--- src/rtl/msi_cap_pkg.sv ---
package msi_cap_pkg;

   localparam int        DW_OFF_W = 3;
   localparam logic [7:0] CAP_ID  = 8'h05;

   typedef enum logic [2:0] {
      REG_HDR,
      REG_ADDR,
      REG_UPPER,
      REG_DATA,
      REG_MASK,
      REG_PEND,
      REG_NONE
   } msi_reg_e;

   // map a DWORD index onto a register; the 64-bit layout inserts the upper address
   function automatic msi_reg_e decode_off(logic [DW_OFF_W-1:0] off, bit a64);
      msi_reg_e r;
      r = REG_NONE;
      if (a64) begin
         case (off)
            3'd0: r = REG_HDR;
            3'd1: r = REG_ADDR;
            3'd2: r = REG_UPPER;
            3'd3: r = REG_DATA;
            3'd4: r = REG_MASK;
            3'd5: r = REG_PEND;
            default: r = REG_NONE;
         endcase
      end else begin
         case (off)
            3'd0: r = REG_HDR;
            3'd1: r = REG_ADDR;
            3'd2: r = REG_DATA;
            3'd3: r = REG_MASK;
            3'd4: r = REG_PEND;
            default: r = REG_NONE;
         endcase
      end
      return r;
   endfunction

endpackage

--- src/rtl/msi_cap_regfile.sv ---
module msi_cap_regfile
   import msi_cap_pkg::*;
#(
   parameter int         NUM_VEC  = 8,
   parameter bit         ADDR64   = 1'b1,
   parameter logic [7:0] CAP_NEXT = 8'h00
) (
   input  logic                clk,
   input  logic                rst_n,
   input  logic                cfg_wr,
   input  logic [DW_OFF_W-1:0] cfg_dw_off,
   input  logic [31:0]         cfg_wdata,
   output logic [31:0]         cfg_rdata,
   input  logic [NUM_VEC-1:0]  pend_bits,
   output logic                msi_en,
   output logic [NUM_VEC-1:0]  mask_bits,
   output logic [63:0]         cur_addr,
   output logic [31:0]         cur_data
);
   localparam int         MMC_V = (NUM_VEC > 1) ? $clog2(NUM_VEC) : 0;
   localparam logic [2:0] MMC   = MMC_V[2:0];

   msi_reg_e     sel;
   logic         en_q;
   logic [31:2]  addr_q;
   logic [15:0]  data_q;
   logic [NUM_VEC-1:0] mask_q;
   logic [31:0]  upper;

   assign sel = decode_off(cfg_dw_off, ADDR64);

   always_ff @(posedge clk) begin
      if (!rst_n) begin
         en_q   <= 1'b0;
         addr_q <= '0;
         data_q <= '0;
         mask_q <= '0;
      end else if (cfg_wr) begin
         case (sel)
            REG_HDR:  en_q   <= cfg_wdata[16];
            REG_ADDR: addr_q <= cfg_wdata[31:2];
            REG_DATA: data_q <= cfg_wdata[15:0];
            REG_MASK: mask_q <= cfg_wdata[NUM_VEC-1:0];
            default: ;
         endcase
      end
   end

   generate
      if (ADDR64) begin : g_upper
         logic [31:0] upper_q;
         always_ff @(posedge clk) begin
            if (!rst_n)
               upper_q <= '0;
            else if (cfg_wr && sel == REG_UPPER)
               upper_q <= cfg_wdata;
         end
         assign upper = upper_q;
      end else begin : g_no_upper
         assign upper = '0;
      end
   endgenerate

   always_comb begin
      cfg_rdata = '0;
      case (sel)
         REG_HDR: begin
            cfg_rdata[7:0]   = CAP_ID;
            cfg_rdata[15:8]  = CAP_NEXT;
            cfg_rdata[16]    = en_q;
            cfg_rdata[19:17] = MMC;
            cfg_rdata[23]    = ADDR64;
            cfg_rdata[24]    = 1'b1;
         end
         REG_ADDR:  cfg_rdata[31:2]        = addr_q;
         REG_UPPER: cfg_rdata              = upper;
         REG_DATA:  cfg_rdata[15:0]        = data_q;
         REG_MASK:  cfg_rdata[NUM_VEC-1:0] = mask_q;
         REG_PEND:  cfg_rdata[NUM_VEC-1:0] = pend_bits;
         default:   cfg_rdata              = '0;
      endcase
   end

   assign msi_en    = en_q;
   assign mask_bits = mask_q;
   assign cur_addr  = {upper, addr_q, 2'b00};
   assign cur_data  = {16'h0000, data_q};

endmodule

--- src/rtl/msi_cap_pending.sv ---
module msi_cap_pending #(
   parameter int NUM_VEC = 8,
   parameter int VEC_W   = 3
) (
   input  logic               clk,
   input  logic               rst_n,
   input  logic [NUM_VEC-1:0] irq_req,
   input  logic               clr_vld,
   input  logic [VEC_W-1:0]   clr_idx,
   output logic [NUM_VEC-1:0] pend_bits
);
   generate
      for (genvar v = 0; v < NUM_VEC; v++) begin : g_bit
         logic hit;
         assign hit = clr_vld && (clr_idx == v[VEC_W-1:0]);
         always_ff @(posedge clk) begin
            if (!rst_n)
               pend_bits[v] <= 1'b0;
            else if (irq_req[v])
               pend_bits[v] <= 1'b1;   // a new request outranks a clear in the same cycle
            else if (hit)
               pend_bits[v] <= 1'b0;
         end
      end
   endgenerate
endmodule

--- src/rtl/msi_cap_msgout.sv ---
module msi_cap_msgout #(
   parameter int NUM_VEC = 8,
   parameter int VEC_W   = 3
) (
   input  logic               clk,
   input  logic               rst_n,
   input  logic [NUM_VEC-1:0] ready_vec,
   input  logic [63:0]        cur_addr,
   input  logic [31:0]        cur_data,
   input  logic               msg_ack,
   output logic               msg_valid,
   output logic [63:0]        msg_addr,
   output logic [31:0]        msg_data,
   output logic [VEC_W-1:0]   msg_vec,
   output logic               clr_vld,
   output logic [VEC_W-1:0]   clr_idx
);
   logic [VEC_W-1:0] pick;
   logic             any;

   // lowest ready index wins
   always_comb begin
      pick = '0;
      for (int i = NUM_VEC - 1; i >= 0; i--)
         if (ready_vec[i]) pick = i[VEC_W-1:0];
   end
   assign any = |ready_vec;

   always_ff @(posedge clk) begin
      if (!rst_n) begin
         msg_valid <= 1'b0;
         msg_addr  <= '0;
         msg_data  <= '0;
         msg_vec   <= '0;
      end else if (msg_valid) begin
         if (msg_ack) msg_valid <= 1'b0;
      end else if (any) begin
         msg_valid <= 1'b1;
         msg_addr  <= cur_addr;
         msg_data  <= cur_data;
         msg_vec   <= pick;
      end
   end

   assign clr_vld = msg_valid && msg_ack;
   assign clr_idx = msg_vec;
endmodule

--- src/rtl/msi_cap_regs.sv ---
module msi_cap_regs
   import msi_cap_pkg::*;
#(
   parameter int         NUM_VEC  = 8,
   parameter bit         ADDR64   = 1'b1,
   parameter logic [7:0] CAP_NEXT = 8'h00,
   localparam int        VEC_W    = (NUM_VEC > 1) ? $clog2(NUM_VEC) : 1
) (
   input  logic                clk,
   input  logic                rst_n,
   input  logic                cfg_wr,
   input  logic [DW_OFF_W-1:0] cfg_dw_off,
   input  logic [31:0]         cfg_wdata,
   output logic [31:0]         cfg_rdata,
   input  logic [NUM_VEC-1:0]  irq_req,
   output logic                msg_valid,
   output logic [63:0]         msg_addr,
   output logic [31:0]         msg_data,
   output logic [VEC_W-1:0]    msg_vec,
   input  logic                msg_ack
);
   generate
      if (NUM_VEC < 1 || NUM_VEC > 32) begin : g_bad_num_vec
         $error("msi_cap_regs: NUM_VEC must lie in 1..32");
      end
   endgenerate

   logic               msi_en;
   logic [NUM_VEC-1:0] mask_bits;
   logic [NUM_VEC-1:0] pend_bits;
   logic [NUM_VEC-1:0] ready_vec;
   logic [63:0]        cur_addr;
   logic [31:0]        cur_data;
   logic               clr_vld;
   logic [VEC_W-1:0]   clr_idx;

   msi_cap_regfile #(.NUM_VEC(NUM_VEC), .ADDR64(ADDR64), .CAP_NEXT(CAP_NEXT)) u_regs (
      .clk(clk), .rst_n(rst_n), .cfg_wr(cfg_wr), .cfg_dw_off(cfg_dw_off),
      .cfg_wdata(cfg_wdata), .cfg_rdata(cfg_rdata), .pend_bits(pend_bits),
      .msi_en(msi_en), .mask_bits(mask_bits), .cur_addr(cur_addr), .cur_data(cur_data)
   );

   msi_cap_pending #(.NUM_VEC(NUM_VEC), .VEC_W(VEC_W)) u_pend (
      .clk(clk), .rst_n(rst_n), .irq_req(irq_req), .clr_vld(clr_vld),
      .clr_idx(clr_idx), .pend_bits(pend_bits)
   );

   assign ready_vec = pend_bits & ~mask_bits & {NUM_VEC{msi_en}};

   msi_cap_msgout #(.NUM_VEC(NUM_VEC), .VEC_W(VEC_W)) u_out (
      .clk(clk), .rst_n(rst_n), .ready_vec(ready_vec), .cur_addr(cur_addr),
      .cur_data(cur_data), .msg_ack(msg_ack), .msg_valid(msg_valid),
      .msg_addr(msg_addr), .msg_data(msg_data), .msg_vec(msg_vec),
      .clr_vld(clr_vld), .clr_idx(clr_idx)
   );
endmodule

--- config.mk ---
export PLATFORM = sky130hd
export DESIGN_NAME = msi_cap_regs
export DESIGN_NICKNAME = d
export VERILOG_FILES = /design/src/rtl/msi_cap_pkg.sv /design/src/rtl/msi_cap_regfile.sv /design/src/rtl/msi_cap_pending.sv /design/src/rtl/msi_cap_msgout.sv /design/src/rtl/msi_cap_regs.sv
export SDC_FILE = /design/constraint.sdc
export NUM_CORES = 1
export LEC_CHECK = 0
export BUFFER_PORTS_ARGS = -buffer_cell sky130_fd_sc_hd__buf_2
export CORE_AREA = 2 2 154 156
export CTS_BUF_LIST = sky130_fd_sc_hd__clkbuf_16
export DETAILED_ROUTE_END_ITERATION = 8
export DIE_AREA = 0 0 156 158
export GPL_TIMING_DRIVEN = 0
export PLACE_DENSITY = 0.66
export RECOVER_POWER = 50
export SLEW_MARGIN = 30
export SYNTH_ARGS = -nofsm -noshare
export SYNTH_HDL_FRONTEND = slang
export SYNTH_SLANG_ARGS = --single-unit
--- constraint.sdc ---
create_clock -name clk -period 4.3 [get_ports clk]
set_input_delay 0.43 -clock clk [delete_from_list [all_inputs] [get_ports clk]]
set_output_delay 0.43 -clock clk [all_outputs]
set_load 0.02 [all_outputs]
==> summary.md, run 1 <==
| Metric | Value |
|---|---|
| Crit-path slowest cell | nor4b_4 |
| WP data required | 3.87 ns |
| Slew Limit Fails | 0 |
| Worst clock skew | 0.00819 ns |
| CP endpoint kind | output pin |
| Final net count | 1,142 |
| Synth area leaders | dfxtp_1 (45%), nand2_1 (15%), mux2i_1 (10%), a21boi_1 (5.3%), a21boi_0 (2.9%) |
| Min-Delay Path Class | primary input to flop |
| EDFF count, synth | 0 |
| Reg2reg start | u_pend.pend_bits[7] |
| Hold_buf cts | 0 |
| 1st-pass router iterations | 5 |
| Clock Tree Buf Depth | 2 |
| Total CTS buffers | 17 |
| Clock root cell | clkbuf_16 |
| Post-place setup slack | 1.12 ns |
| Largest net degree at the start of global routing | 17 |
| Synth top area share | 44.7% |
| Drt wl/cell | 17.7 um |
| Mapped Cells | 901 |
| Hpwl dp | 18.3 mm |
| Fin crit period | 3.41 ns |
| Setup Buffers After CTS | 0 |
| Die W | 156 um |
| Routed WL | 24.7 mm |
| PnR worst setup slack | 0.887 ns |
| PD cells | 373 nW/um2 |
| Max stage delay on crit path | 0.46 ns |
| Fmax | 293 MHz |
| Synth top cells by count | nand2_1 (327), dfxtp_1 (177), mux2i_1 (80), a21boi_1 (56), clkbuf_1 (36) |
| Most numerous cell in the Yosys netlist | nand2_1 |
| Final period util | 79.4% |
| #FFs+latches synth | 177 |
| Port Buffers | 156 |
| IO Pins | 179 |
| Mapped Avg Cell Area | 8.80 um2 |
| Synth warnings | 0 |
| Final instance area | 9480 um2 |
| Initial Util | 34.4% |
| RePlAce Congestion | 0.865 |
| Vias | 6,887 |
| Crit path cell chain | clkbuf_1 -> clkbuf_1 -> nor2b_1 -> inv_1 -> ha_1 -> nor4b_4 -> buf_4 -> buf_2 -> a22o_1 -> buf_2 |
| First-pass GRT wire length | 37.4 mm |
| Sequential-to-total area share from yosys stat | 44.7% |
| Area Growth Syn to Fin | 19.6% |
| Clk slew on worst S/H paths | 0.07 ns |
| Die area | 24,600 um2 |
| Final antenna-violating net count | 0 |
| CTS resizes | 0 |
| Layout cell share with drive strength beyond 1 | 13.3% |
| Overflow after GRT | 0 |
| Slew @ Worst Pin | 0.930 ns |
| CP arrival | 2.98 ns |
| CTS tree | yes |
| Outcome | completed |
| Vias in the first global route | 6,817 |
| Initial antenna violation count | 2 |
| CP startpoint | cfg_dw_off[1] |
| Worst vdd ir | 0.219 mV |
| CTS Sinks | 177 |
| Die Height | 158 um |
| Drt drc | 0 |
| Max Cap Viol | 0 |
| Routed vias/inst | 4.92 |
| Overall Global Routing Usage | 19.9% |
| Final number of hold-violating endpoints | 0 |
| Hold_sp | irq_req[6] |
| DRT iter0 DRCs | 494 |
| Prevailing post-synth register cell | dfxtp_1 |
| Setup_tns | 0 ns |
| DP Area | 9140 um2 |
| Relative slew slack | 38.0% |
| Leakage | 3.39 nW |
| Post-synth top area cell | dfxtp_1 |
| RSZ-0062 raised after global routing | false |
| Cell variety after synth | 48 |
| Hold_ws | 0.200 ns |
| Final setup violation count | 0 |
| Htree depth | 4 |
| Area of the core | 23,100 um2 |
| Critical path class | primary input to output pin |
| Async S/R FF share, synth | 0% |
| Worst-Skew Late Latency | 0.44 ns |
| CP max FO | 10 |
| Critical path startpoint category | primary input |
| Synthesized cell area | 7930 um2 |
| Rows | 56 |
[worst max-delay path, delay by kind of cell]
kind,cells,cell delay [ns]
buf+inv,6,1.34
simple gates,2,0.68
fa+ha+maj,1,0.28
compound gates,1,0.25
[area by class of cell]
type | count | area (um2)
clock buffers | 17 | 425
diodes | 3 | 7.51
multi-input cells | 652 | 3820
flip-flops and latches | 177 | 3540
plain buffers | 86 | 464
clock inverters | 15 | 168
repair buffers | 156 | 677
inverters | 3 | 11.3
fillers | 2340 | 13600
well taps | 290 | 363
[registers in the layout (all words and copies together) (netlist names)]
register and flops:
u_regs.mask_bits 8, u_regs.g_upper.upper_q 32, u_out.msg_valid 1, u_regs.msi_en 1, u_out.clr_idx 3, u_out.msg_data 16
u_pend.pend_bits 8, u_regs.data_q 16, u_regs.addr_q 30, u_out.msg_addr 62
[metal layers]
metal | vias up | GRT usage, % | wire length [um]
met5 | - | 0 | 0
met4 | 0 | 7.30 | 623
met3 | 44 | 5.09 | 1650
met2 | 220 | 33.2 | 11600
met1 | 3230 | 24.8 | 10900
li1 | 3393 | - | -
[cells by family (layout without fill, tap and decap cells)]
logic type | Yosys count | after routing | share of synthesized area (%)
DFF | 177 | 177 | 44.7
buffers and inverters | 89 | 277 | 7.59
and+or+nand+nor | 376 | 376 | 20.0
adders and majority gates | 2 | 2 | 0.316
other | 1 | 21 | 0.0473
muxes | 80 | 80 | 10.1
AOI/OAI and AO/OA | 176 | 176 | 17.3
[path summary, 6_finish.rpt]
| path | end | slack [ns] | depth (start not counted) |
|---|---|---|---|
| worst max register to register | u_out.msg_addr[18] | 1.67 | 6 |
| worst min register to register | u_out.msg_addr[14] | 0.46 | 2 |
| worst max-delay path | cfg_rdata[30] | 0.89 | 10 |
| worst min-delay path | u_pend.pend_bits[6] | 0.20 | 2 |
[per-stage QoR]
stage	utilization [%]	cells	total power [mW]
floorplan	-	918	1.90
global placement	39.6	1364	2.00
detailed placement	39.6	1364	2.00
CTS	42.2	1396	3.57
global route	41.1	1397	3.64
finish	41.1	1399	3.54
[report_power, final]
group          switching [mW]  internal [mW]  leakage [nW]
clock network           0.675          0.910         0.286
logic                   0.173         0.0988          1.67
registers              0.0197           1.66          1.43
total                   0.868           2.67          3.39
[cell usage in the layout, fill, tap and decap left out, types with 4 or more instances in the layout]
master / synthesis / final
a21boi_0: 31 / 42
a21boi_1: 56 / 45
a21oi_1: 15 / 16
a221o_1: 4 / 4
a222oi_1: 8 / 8
a22o_1: 20 / 20
a22oi_1: 6 / 6
buf_2: 11 / 80
buf_4: 25 / 25
clkbuf_1: 36 / 132
clkbuf_16: 0 / 17
clkinvlp_4: 0 / 4
conb_1: 1 / 18
dfxtp_1: 177 / 177
inv_1: 3 / 5
mux2i_1: 80 / 80
nand2_1: 327 / 327
nand2b_1: 11 / 11
nand3_1: 9 / 9
nor2_1: 6 / 6
nor2b_1: 6 / 6
o21a_1: 15 / 15
o21ba_1: 4 / 4
Power figures use the tool's default switching activity.
==> run 2, diff against run 1 <==
- ABC_AREA: not set -> 1
- CORE_AREA: 2 2 154 156 -> 2 2 147 149
- DIE_AREA: 0 0 156 158 -> 0 0 149 151
- PLACE_DENSITY: 0.66 -> 0.67
- clock period: 4.3 -> 3.2 ns (I/O delays scaled with it)
==> run 2 against run 1 <==
- non-clock buffer count is 4 lower
- flip-flop and latch count did not move
- clock skew down 0.0028 ns
- total power grew 38%
- core utilization is 1.6 points higher
- die area shrank 8.7%
- design area fell by 6.2%
- critical path type unchanged
==> summary.md, run 2 <==
| Metric | Value |
|---|---|
| Critical path startpoint category | primary input (unchanged) |
| Most numerous cell in the Yosys netlist | nand2_1 (unchanged) |
| Vias | 7,051 (was 6,887) |
| Drt drc | 0 (unchanged) |
| Critical path class | primary input to output pin (unchanged) |
| Setup_tns | 0 ns (unchanged) |
| Clock Tree Buf Depth | 2 (unchanged) |
| Relative slew slack | 56.7% (was 38.0%) |
| Prevailing post-synth register cell | dfxtp_1 (unchanged) |
| Hold path cells | 3 (was 2) |
| DRT iter0 DRCs | 556 (was 494) |
| RePlAce Congestion | 0.920 (was 0.865) |
| Reg2reg setup slack | 1.02 ns (was 1.67 ns) |
| Fmax | 357 MHz |
| Synthesized cell area | 7210 um2 (was 7930 um2) |
| Die Height | 151 um (was 158 um) |
| Switching portion of total power | 26.0% (was 24.6%) |
| Worst vdd ir | 0.378 mV (was 0.219 mV) |
| Area Growth Syn to Fin | 23.4% (was 19.6%) |
| CTS tree | yes (unchanged) |
| # fillers | 2,209 (was 2,340) |
| Min-Delay Path Class | primary input to flop (unchanged) |
| Placed cell count | 1,417 (was 1,364) |
| Port Buffers | 158 (was 156) |
| 1st-pass router iterations | 5 (unchanged) |
| Synth top cells by count | nand2_1 (254), dfxtp_1 (177), a21oi_1 (157), nor2_1 (70), o21ai_0 (61) (was nand2_1 (327), dfxtp_1 (177), mux2i_1 (80), a21boi_1 (56), clkbuf_1 (36)) |
| Async S/R FF share, synth | 0% (unchanged) |
| Synth top area share | 49.1% (was 44.7%) |
| Reg with most FFs | u_out.msg_addr (unchanged) |
| WP data required | 2.88 ns (was 3.87 ns) |
| Post-synth top area cell | dfxtp_1 (unchanged) |
| Slew @ Worst Pin | 0.648 ns (was 0.930 ns) |
| Initial Util | 34.6% (was 34.4%) |
| Mapped Avg Cell Area | 7.46 um2 (was 8.80 um2) |
| First-pass GRT wire length | 35.2 mm (was 37.4 mm) |
| Final net count | 1,210 (was 1,142) |
| Routed vias/inst | 4.85 (was 4.92) |
| Slew Limit Fails | 0 (unchanged) |
| Vias in the first global route | 6,399 (was 6,817) |
| Final antenna-violating net count | 0 (unchanged) |
| Final setup violation count | 0 (unchanged) |
| Die area | 22,500 um2 (was 24,600 um2) |
| Overflow after GRT | 0 (unchanged) |
| Cell variety after synth | 32 (was 48) |
| Drt wl/cell | 16.0 um (was 17.7 um) |
| Largest net degree at the start of global routing | 17 (unchanged) |
| Final number of hold-violating endpoints | 0 (unchanged) |
| Reg area | 3540 um2 (unchanged) |
| Hpwl dp | 17.6 mm (was 18.3 mm) |
| Switching power | 1.27 mW (was 868 uW) |
| Layout cell share with drive strength beyond 1 | 15.4% (was 13.3%) |
| Clk slew on worst S/H paths | 0.07 ns (about the same) |
| Synth area leaders | dfxtp_1 (49%), nand2_1 (13%), a21oi_1 (11%), o21ai_0 (4.2%), nor2_1 (3.6%) (was dfxtp_1 (45%), nand2_1 (15%), mux2i_1 (10%), a21boi_1 (5.3%), a21boi_0 (2.9%)) |
| Leakage | 3.28 nW (was 3.39 nW) |
| Final Non-Filler Cells | 1,453 (was 1,399) |
| Max reg flops | 62 (unchanged) |
| Comb power frac | 9.1% (was 7.7%) |
| Clock root cell | clkbuf_16 (unchanged) |
| EDFF count, synth | 0 (unchanged) |
| Hold_ws | 0.0882 ns (was 0.200 ns) |
| Mapped Cells | 967 (was 901) |
| Initial antenna violation count | 4 (was 2) |
| Total CTS buffers | 17 (unchanged) |
| Multi-input combinational cell area | 3030 um2 (was 3820 um2) |
| CTS resizes | 0 (unchanged) |
| Commonest non-fill, non-tap cell in the layout | nand2_1 (unchanged) |
| Outcome | completed (unchanged) |
| Clock power frac | 44.2% (was 44.8%) |
| Reg power frac | 46.7% (was 47.5%) |
| Overall Global Routing Usage | 20.3% (was 19.9%) |
| Die W | 149 um (was 156 um) |
| CP arrival | 2.48 ns (was 2.98 ns) |
| Sequential-to-total area share from yosys stat | 49.1% (was 44.7%) |
| Fin crit period | 2.80 ns |
| IO Pins | 179 (unchanged) |
| Most frequent cells in the layout | nand2_1 (256), dfxtp_1 (177), a21oi_1 (157) (was nand2_1 (327), dfxtp_1 (177), clkbuf_1 (132)) |
| CP max FO | 10 (unchanged) |
| Synth warnings | 0 (unchanged) |
| Worst clock skew | 0.00537 ns (was 0.00819 ns) |
| PD cells | 548 nW/um2 (was 373 nW/um2) |
| CTS Sinks | 177 (unchanged) |
| Rows | 53 (was 56) |
| Routed WL | 23.3 mm (was 24.7 mm) |
| Htree depth | 4 (unchanged) |
| Top Registers | u_out.msg_addr: 62 flops, u_regs.g_upper.upper_q: 32 flops, u_regs.addr_q: 30 flops (unchanged) |
| CP endpoint kind | output pin (unchanged) |
| Worst reg2reg path depth | 9 (was 6) |
| Worst-Skew Late Latency | 0.44 ns (about the same) |
| RSZ-0062 raised after global routing | false (unchanged) |
| Max Cap Viol | 0 (unchanged) |
| Internal Dissipation | 3.61 mW (was 2.67 mW) |
| Area of the core | 20,800 um2 (was 23,100 um2) |
| Hold_buf cts | 0 (unchanged) |
| Setup Buffers After CTS | 0 (unchanged) |
| Final period util | 87.6% |
| #FFs+latches synth | 177 (unchanged) |
run 2: changes by cell type after synthesis, moves of 12 or more:
cell      change
nand2_1      -73
a22o_1       -20
nand2_2      +12
nor2_1       +64
nand3_1      +28
o21a_1       -15
a21boi_0     -31
a21boi_1     -56
buf_2        +20
o22ai_1      +13
a21oi_1     +142
mux2i_1      -80
o21ai_0      +60
inv_1        +55
run 2: per-layer routing:
metal / wire, um / track usage (%)
met1: 10500 / 27.0
met2: 10400 / 31.7
met3: 1520 / 4.58
met4: 856 / 9.05
met5: 0 / 0
run 2: power by group through the flow:
stage / Clock [mW] / Sequential [mW] / Combinational [mW]
floorplan: 0 / 2.33 / 0.277
global placement: 0 / 2.33 / 0.444
detailed placement: 0 / 2.33 / 0.446
CTS: 2.18 / 2.28 / 0.447
global route: 2.28 / 2.28 / 0.485
finish: 2.15 / 2.28 / 0.444
run 2: cell families (layout without fill, tap and decap cells):
logic type      count (synthesis)  count (layout)  share of synthesized area [%]
flops                         177             177                           49.1
buf+inv                       146             336                           9.42
simple gates                  380             380                           21.4
fa+ha+maj                       2               2                          0.347
other cells                     1              22                         0.0520
compound gates                261             261                           19.6
run 2: critical path, stage by stage:
cell and delay, ns:
buf_2 0.12, inv_1 0.08, nor2_1 0.24, inv_1 0.08
ha_1 0.19, nor2_1 0.15, nand2_2 0.19, inv_1 0.15
buf_2 0.26, nand2_1 0.08, a41oi_1 0.36, buf_2 0.24
run 2: layout make-up:
class,instances,area share (%)
sequential,177,39.8
clock buffer,17,4.78
timing repair buffer,158,7.74
multi-input combinational,661,34.1
tap,275,3.87
antenna,4,0.113
clock inverter,15,2.05
inverter,66,2.81
buffer,80,4.75
run 2: through the flow:
stage	worst slack [ns]	utilization, %	power [mW]	area, um2
global placement	0.691	40.4	2.77	8410
finish	0.398	42.7	4.88	8900
global route	0.262	42.7	5.05	8900
detailed placement	0.670	40.4	2.77	8410
CTS	0.661	43.3	4.90	9020
floorplan	1.11	-	2.61	7270
run 2: path summary, 6_finish.rpt:
| path | start | to |
|---|---|---|
| min | irq_req[2] | u_pend.pend_bits[2] |
| min reg2reg | u_regs.addr_q[17] | u_out.msg_addr[17] |
| max | cfg_dw_off[1] | cfg_rdata[3] |
| max reg2reg | u_regs.msi_en | u_out.msg_addr[36] |
